### src/rtl/stallu_pkg.sv
package stallu_pkg;

  // one dual-rail bit: (rt,rf) = (1,0) one, (0,1) zero, (0,0) empty
  typedef struct packed {
    logic rt;
    logic rf;
  } dual_bit_t;

  localparam dual_bit_t DB_EMPTY = '{rt: 1'b0, rf: 1'b0};

  function automatic logic db_full(input dual_bit_t b);
    return b.rt ^ b.rf;
  endfunction

  function automatic logic db_empty(input dual_bit_t b);
    return ~(b.rt | b.rf);
  endfunction

endpackage

### src/rtl/muller_c.sv
module muller_c #(
  parameter int N = 2
) (
  input  logic         clk,
  input  logic         rst,
  input  logic [N-1:0] in_v,
  output logic         q,
  output logic         q_next
);
  // rises when all inputs are high, falls when all are low, else holds
  always_comb q_next = (&in_v) | (q & (|in_v));

  always_ff @(posedge clk) begin
    if (rst) q <= 1'b0;
    else     q <= q_next;
  end


  c_rise_needs_all_chk: assert property (@(posedge clk) disable iff (rst)
    $rose(q) |-> $past(&in_v));

  c_fall_needs_none_chk: assert property (@(posedge clk) disable iff (rst)
    $fell(q) |-> $past(~|in_v));
endmodule

### src/rtl/dr_steer.sv
module dr_steer
  import stallu_pkg::*;
(
  input  dual_bit_t d,
  input  dual_bit_t sel,      // rt: wait path, rf: bypass path
  output dual_bit_t to_byp,
  output dual_bit_t to_wait
);
  always_comb begin
    to_wait.rt = d.rt & sel.rt;
    to_wait.rf = d.rf & sel.rt;
    to_byp.rt  = d.rt & sel.rf;
    to_byp.rf  = d.rf & sel.rf;
  end
endmodule

### src/rtl/dr_completion.sv
module dr_completion #(
  parameter int W = 16
) (
  input  logic [W-1:0] rail_t,
  input  logic [W-1:0] rail_f,
  output logic         all_full,
  output logic         all_empty
);
  logic [W-1:0] full_b;
  logic [W-1:0] empty_b;

  for (genvar i = 0; i < W; i++) begin : g_bit
    assign full_b[i]  = rail_t[i] ^ rail_f[i];
    assign empty_b[i] = ~(rail_t[i] | rail_f[i]);
  end

  assign all_full  = &full_b;
  assign all_empty = &empty_b;
endmodule

### src/rtl/opgate_stall_unit.sv
module opgate_stall_unit
  import stallu_pkg::*;
#(
  parameter int              INST_W    = 16,
  parameter int              ALU_FIELD = 4,
  parameter logic [3:0]      ALU_MAX   = 4'h7,
  parameter int              BR_FIELD  = 5,
  parameter logic [4:0]      BR_CODE   = 5'b11010
) (
  input  logic              clk,
  input  logic              rst,
  input  logic [INST_W-1:0] inst_t,
  input  logic [INST_W-1:0] inst_f,
  input  logic              wb_ack,
  output logic [INST_W-1:0] op_t,
  output logic [INST_W-1:0] op_f,
  output logic              stat_rd
);
  localparam int GATE = INST_W - 1;
  localparam int LO_W = INST_W - 1;

  logic tok_full, tok_empty;
  logic hist_alu_q, seen_q, cls_q;
  logic cur_alu, cur_br;
  dual_bit_t gate_in, sel, to_byp, to_wait, byp_q, wait_q, wait_nx, gated;
  logic [LO_W-1:0] lo_t_q, lo_f_q;

  dr_completion #(.W(INST_W)) u_done (
    .rail_t(inst_t), .rail_f(inst_f),
    .all_full(tok_full), .all_empty(tok_empty)
  );

  assign cur_alu = (inst_t[GATE -: ALU_FIELD] <= ALU_MAX);
  assign cur_br  = (inst_t[GATE -: BR_FIELD] == BR_CODE);

  // history flag: class captured on a full token, committed on spacer
  always_ff @(posedge clk) begin
    if (rst) begin
      hist_alu_q <= 1'b0;
      seen_q     <= 1'b0;
      cls_q      <= 1'b0;
    end else if (tok_full) begin
      seen_q <= 1'b1;
      cls_q  <= cur_alu;
    end else if (tok_empty && seen_q) begin
      hist_alu_q <= cls_q;
      seen_q     <= 1'b0;
    end
  end

  assign gate_in.rt = inst_t[GATE];
  assign gate_in.rf = inst_f[GATE];
  assign sel.rt     = hist_alu_q;
  assign sel.rf     = ~hist_alu_q;

  dr_steer u_steer (.d(gate_in), .sel(sel), .to_byp(to_byp), .to_wait(to_wait));

  always_ff @(posedge clk) begin
    if (rst) byp_q <= DB_EMPTY;
    else     byp_q <= to_byp;
  end

  muller_c #(.N(2)) u_c_true (
    .clk(clk), .rst(rst), .in_v({to_wait.rt, wb_ack}),
    .q(wait_q.rt), .q_next(wait_nx.rt)
  );
  muller_c #(.N(2)) u_c_false (
    .clk(clk), .rst(rst), .in_v({to_wait.rf, wb_ack}),
    .q(wait_q.rf), .q_next(wait_nx.rf)
  );

  // merge
  assign gated.rt = byp_q.rt | wait_q.rt;
  assign gated.rf = byp_q.rf | wait_q.rf;

  always_ff @(posedge clk) begin
    if (rst) begin
      lo_t_q  <= '0;
      lo_f_q  <= '0;
      stat_rd <= 1'b0;
    end else begin
      lo_t_q  <= inst_t[LO_W-1:0];
      lo_f_q  <= inst_f[LO_W-1:0];
      stat_rd <= tok_full & cur_br &
                 (db_full(to_byp) | db_full(wait_nx));
    end
  end

  assign op_t = {gated.rt, lo_t_q};
  assign op_f = {gated.rf, lo_f_q};


  reset_clears_out_chk: assert property (@(posedge clk)
    $past(rst) |-> (op_t == '0 && op_f == '0 && !stat_rd));

  no_double_rail_chk: assert property (@(posedge clk) disable iff (rst)
    !(gated.rt && gated.rf));

  stat_needs_valid_chk: assert property (@(posedge clk) disable iff (rst)
    stat_rd |-> db_full(gated));

  bypass_one_cycle_chk: assert property (@(posedge clk) disable iff (rst)
    (tok_full && !hist_alu_q) |=> db_full(byp_q));

  hist_only_on_spacer_chk: assert property (@(posedge clk) disable iff (rst)
    !$stable(hist_alu_q) |-> $past(tok_empty));
endmodule

### config.mk
export PLATFORM = sky130hd
export DESIGN_NAME = opgate_stall_unit
export DESIGN_NICKNAME = d
export VERILOG_FILES = /design/src/rtl/stallu_pkg.sv /design/src/rtl/muller_c.sv /design/src/rtl/dr_steer.sv /design/src/rtl/dr_completion.sv /design/src/rtl/opgate_stall_unit.sv
export SDC_FILE = /design/constraint.sdc
export NUM_CORES = 1
export LEC_CHECK = 0
export BUFFER_PORTS_ARGS = -buffer_cell sky130_fd_sc_hd__buf_4
export CORE_MARGIN = 2
export CORE_UTILIZATION = 49
export CTS_CLUSTER_SIZE = 40
export DETAILED_ROUTE_END_ITERATION = 6
export PLACE_DENSITY = 0.85
export SLEW_MARGIN = 15
export SYNTH_ARGS = -nofsm -noshare
export SYNTH_HDL_FRONTEND = slang
export SYNTH_SLANG_ARGS = --single-unit
### constraint.sdc
create_clock -name clk -period 4 [get_ports clk]
set_clock_uncertainty 0.1 [all_clocks]
set_input_delay 0.2 -clock clk [delete_from_list [all_inputs] [get_ports clk]]
set_output_delay 0.2 -clock clk [all_outputs]
set_load 0.005 [all_outputs]
# [After elaboration in Yosys (flattened, before gate mapping)]
# Cells that the tools add are included.
[word_totals] ff_bits=38 output_inout_bits=33
[classes] order_cmp=1 eq_ne=1 n_mux=2 bitwise_logic=65 reduce_logical=9
[ops] operator="16-bit AND reduction" count=2
[ops] operator="1-bit OR" count=21
[ops] operator="1-bit inverter" count=18
[ops] operator="1-bit bitwise XOR" count=18
[ops] operator="1-bit bitwise AND" count=8
[ops] operator="2-bit AND reduction" count=3
[ops] operator="5-bit equality test (second input constant)" count=1
[ops] operator="4-bit by 3-bit less-or-equal comparator with 1-bit output (second input constant)" count=1
[ops] operator="2-bit OR reduction" count=2
[ops] operator="1-bit two-way mux" count=2
[ops] operator="2-bit nonzero test" count=1
[ops] operator="1-bit logical AND" count=1

# [Depth between registers and ports, before layout]
[depth] depth_word=7 ltp_mapped=6 depth_no_buf=6

# [Cells and area by module]
# From an unflattened synthesis, not the netlist that was laid out.
[hier_totals] cells_unflattened=156 area_unflattened_um2=1579.0
[by_module_without_submodules] mod="opgate_stall_unit" n_inst=1 cells_per_inst=88 area_per_inst_um2=1068.5 seq_area_each_um2=720.7
[by_module_without_submodules] mod="dr_completion" n_inst=1 cells_per_inst=58 area_per_inst_um2=395.4 seq_area_each_um2=0.0
[by_module_without_submodules] mod="muller_c" n_inst=2 cells_per_inst=3 area_per_inst_um2=45.0 seq_area_each_um2=20.0
[by_module_without_submodules] mod="dr_steer" n_inst=1 cells_per_inst=4 area_per_inst_um2=25.0 seq_area_each_um2=0.0

# [Worst setup path after synthesis]
# OpenSTA, ideal clock, no wires.
[synth_path] path_type="input-to-reg" from="in inst_t[15]" to="reg hist_alu_q" setup_time_ns=0.070 arrival_time_ns=1.548 path_slack_ns=2.282 stages=6 n_path_buf=0 path_cell_list="inv_1 ha_1 nand4_1 or4_4 or4_1 a21oi_1"
[synth_between] elab_chain_len=5
[synth_rtl] item="start: declaration" line_no="opgate_stall_unit.sv:12" rtl="input logic [INST_W-1:0] inst_t,"
[synth_rtl] item="1-bit OR" line_no="dr_completion.sv:14" rtl="assign empty_b[i] = ~(rail_t[i] | rail_f[i]);"
[synth_rtl] item="1-bit inverter" line_no="dr_completion.sv:14"
[synth_rtl] item="16-bit AND reduction" line_no="dr_completion.sv:18" rtl="assign all_empty = &empty_b;"
[synth_rtl] item="1-bit logical AND" line_no="opgate_stall_unit.sv:45" rtl="end else if (tok_empty && seen_q) begin"
[synth_rtl] item="2-bit AND reduction (no source line) (*)"
[synth_rtl] item="end signal: assignment" line_no="opgate_stall_unit.sv:46" rtl="hist_alu_q <= cls_q;"
[synth_rtl] item="end: declaration" line_no="opgate_stall_unit.sv:23" rtl="logic hist_alu_q, seen_q, cls_q;"
# Mark *: on every way between the ends. The rest lies on a longest branch, timed or not.
# A chain may end at the register's enable or synchronous reset.

# [Worst setup path in the final report]
[layout_path] from="in inst_t[15]" to="reg stat_rd"
[layout_between] elab_chain_len=7
[layout_rtl] item="1-bit bitwise AND" line_no="dr_steer.sv:10" rtl="to_wait.rt = d.rt & sel.rt;"
[layout_rtl] item="2-bit OR reduction" line_no="muller_c.sv:11" rtl="always_comb q_next = (&in_v) | (q & (|in_v));"
[layout_rtl] item="1-bit bitwise AND" line_no="muller_c.sv:11"
[layout_rtl] item="1-bit OR" line_no="muller_c.sv:11"
[layout_rtl] item="1-bit bitwise XOR" line_no="stallu_pkg.sv:12" rtl="return b.rt ^ b.rf;"
[layout_rtl] item="1-bit OR" line_no="opgate_stall_unit.sv:85" rtl="(db_full(to_byp) | db_full(wait_nx));"
[layout_rtl] item="1-bit bitwise AND (*)" line_no="opgate_stall_unit.sv:84" rtl="stat_rd <= tok_full & cur_br &"
[layout_rtl] item="end signal: assignment" line_no="opgate_stall_unit.sv:84"
[layout_rtl] item="end: declaration" line_no="opgate_stall_unit.sv:17" rtl="output logic stat_rd"
# Marked as above.

==> results.md <==
- Run status: complete, no violations
- CP Launch Type: input port
- Syn nets: 212
- IO buf count: 67
- Sequential share of the synthesized area: 52.4%
- CTS Buf Count: 5
- Worst slew margin: 45.0%
- First-pass GRT wire length: 6420 um
- CTS tree: yes
- FMAX: 0.443 GHz
- Share of post-route cells with drive strength above 1: 30.0%
- Total Wirelength: 4100 um
- Worst vdd ir: 388 uV
- GRT Util Overall: 25.5%
- Worst skew pair latency: 0.34 ns
- Most used flip-flop cell after synthesis: dfxtp_1
- Rows: 19
- Largest area contributor in the netlist: dfxtp_1
- Slew @ Worst Pin: 0.817 ns
- Antenna Nets Post-Route: 0
- Ant. Diodes: 0
- Largest net degree at the start of global routing: 38
- Clock buffer depth: 2
- Postcts setup bufs: 0
- Critical R2R Capture: stat_rd
- Die X: 58.4 um
- CP endpoint kind: register
- Clock transition at path regs: 0.10 ns
- Slew Limit Fails: 0
- Post-synth EDFFs: 0
- Worst EP arrival: 2.45 ns
- Fin crit share: 56.4%
- Max-cap violations: 0
- Hold Vio Cnt, Final: 0
- Synth Area per Inst: 9.01 sq um
- H-tree levels: 2
- Most frequent cell after synthesis: dfxtp_1
- Drt first pass iters: 4
- Residual DRC: 0
- CTS Hold Bufs: 22
- Fraction of registers with async set/reset: 0%
- Fin crit period: 2.26 ns
- DR vias: 1407
- Mapped cell area: 1450 sq um
- Vias in the first global route: 1507
- I/O pin cnt: 68
- Register bit total from synthesis: 38
- Hpwl dp: 2600 um
- Crit path kind: in2reg
- Reg-to-Reg Start: u_c_true.q
- Critical path startpoint: inst_t[15]
- RePlAce Congestion: 0.876
- Final setup TNS: 0 ns
- Yosys top cell area share: 52.4%
- Most frequent cells after synthesis: dfxtp_1, inv_1, nor2_1
- Fin nets: 305
- Critical Path Fanout Max: 6
- Clock sink count: 38
- Cells after synthesis: 161
- Critical Path RT: 4.19 ns
- Layout area overhead: 55.7%
- CTS resizes: 0
- Reg2Reg Depth: 4
- Final setup vio count: 0
- Pwr dens: 319 nW/um^2
- Die ar.: 3410 sq um
- DIE HEIGHT: 58.4 um
- RSZ-0062 raised after global routing: no
- Pleak: 1.19 nW
- Placeable Area: 2780 sq um
- Initial antenna violation count: 0
- Worst setup path end: stat_rd
- Total Power: 0.721 mW
- Synth Warn #: 0
- Starting DRT DRC Count: 54
- Hold_sp: inst_t[2]
- Count of different cell masters after synthesis: 21
- Grt ovf: 0
- Clk root buf: clkbuf_4
- Initial Util: 52.2%
- Hold Path Class: in2reg
- WL/cell: 14.5 um
- R2R setup slack: 2.72 ns
- Vias per cell: 4.95
- Area contributors post-synth: dfxtp_1, ha_1, inv_1, nor2_1, nand4_1
==> routing by layer <==
| metal | global-route usage [%] | wire (um) |
|---|---|---|
| met4 | 13.3 | 111 |
| met3 | 10.3 | 361 |
| met1 | 25.2 | 1570 |
| met2 | 45.6 | 2060 |
| met5 | 0 | 0 |
==> worst max-delay path, cell delays in order <==
cell           delay (ns)
dlygate4sd3_1        0.53
buf_4                0.14
inv_1                0.08
ha_1                 0.29
nand4_1              0.09
nor4_1               0.73
and3_1               0.26
and3_1               0.14
==> how the worst min path moves through the flow <==
stage / endpoint / slack (ns) / cells past startpoint
3_5_place_dp: lo_t_q[8] / 0.34 / 3
4_1_cts: lo_t_q[3] / 0.002 / 3
6_report: lo_t_q[2] / 0.0009 / 3
5_1_grt: lo_t_q[11] / 0.009 / 3
3_3_place_gp: lo_t_q[0] / 0.32 / 3
2_1_floorplan: cls_q / 0.20 / 1
==> power by group <==
group	leakage, nW	total (mW)	switching, mW	internal (mW)
sequential	0.315	0.400	0.00477	0.395
clock	0.0302	0.198	0.119	0.0792
combinational	0.843	0.123	0.0518	0.0713
total	1.19	0.721	0.175	0.546
==> flip-flops by register name (all words and copies together) (netlist names) <==
| name | count |
|---|---|
| lo_f_q | 15 |
| stat_rd | 1 |
| seen_q | 1 |
| byp_q | 2 |
| cls_q | 1 |
| lo_t_q | 15 |
| u_c_true.q | 1 |
| u_c_false.q | 1 |
| hist_alu_q | 1 |
==> final cells by class <==
cell class / count / area [sq um]
Sequential cell: 38 / 761
Timing Repair Buffer: 90 / 733
Multi-Input combinational cell: 85 / 548
Fill cell: 163 / 522
Inverter: 34 / 128
Clock buffer: 6 / 51.3
Tap cell: 31 / 38.8
==> stage by stage <==
| step | area [sq um] | worst slack, ns | hold slack [ns] | cells | utilization (%) |
|---|---|---|---|---|---|
| 2_1_floorplan | 1450 | 2.28 | 0.196 | 161 | - |
| 3_3_place_gp | 1980 | 2.07 | 0.321 | 255 | 71.1 |
| 3_5_place_dp | 1980 | 1.99 | 0.340 | 255 | 71.1 |
| 4_1_cts | 2250 | 1.80 | 0.00176 | 283 | 80.9 |
| 5_1_grt | 2260 | 1.55 | 0.00926 | 284 | 81.2 |
| 6_report | 2260 | 1.74 | 0.000914 | 284 | 81.2 |
==> cells in the final DEF (no fill, tap or decap) <==
cell and n:
nor4_1 2, a21oi_1 4, nand4_1 8, o22ai_1 1, nor2_1 33, nand2_1 4
ha_1 16, o21ai_0 1, clkbuf_4 5, inv_1 34, or4_4 1, o211ai_1 3
or4_1 1, a22oi_1 1, or2_2 2, a211oi_1 2, buf_4 67, o31ai_1 1
dlygate4sd3_1 23, dfxtp_1 38, nor3_1 2, clkbuf_8 1, xor2_1 1, and3_1 2
==> cell families (layout without fill, tap and decap cells) <==
logic type	count (synthesis)	in the layout	synth area share, %
xor+xnor	1	1	0.604
fa+ha+maj	16	16	13.8
buf+inv	38	130	9.83
simple gates	55	55	17.6
flops	38	38	52.4
compound gates	13	13	5.78
Power figures use the tool's default switching activity.
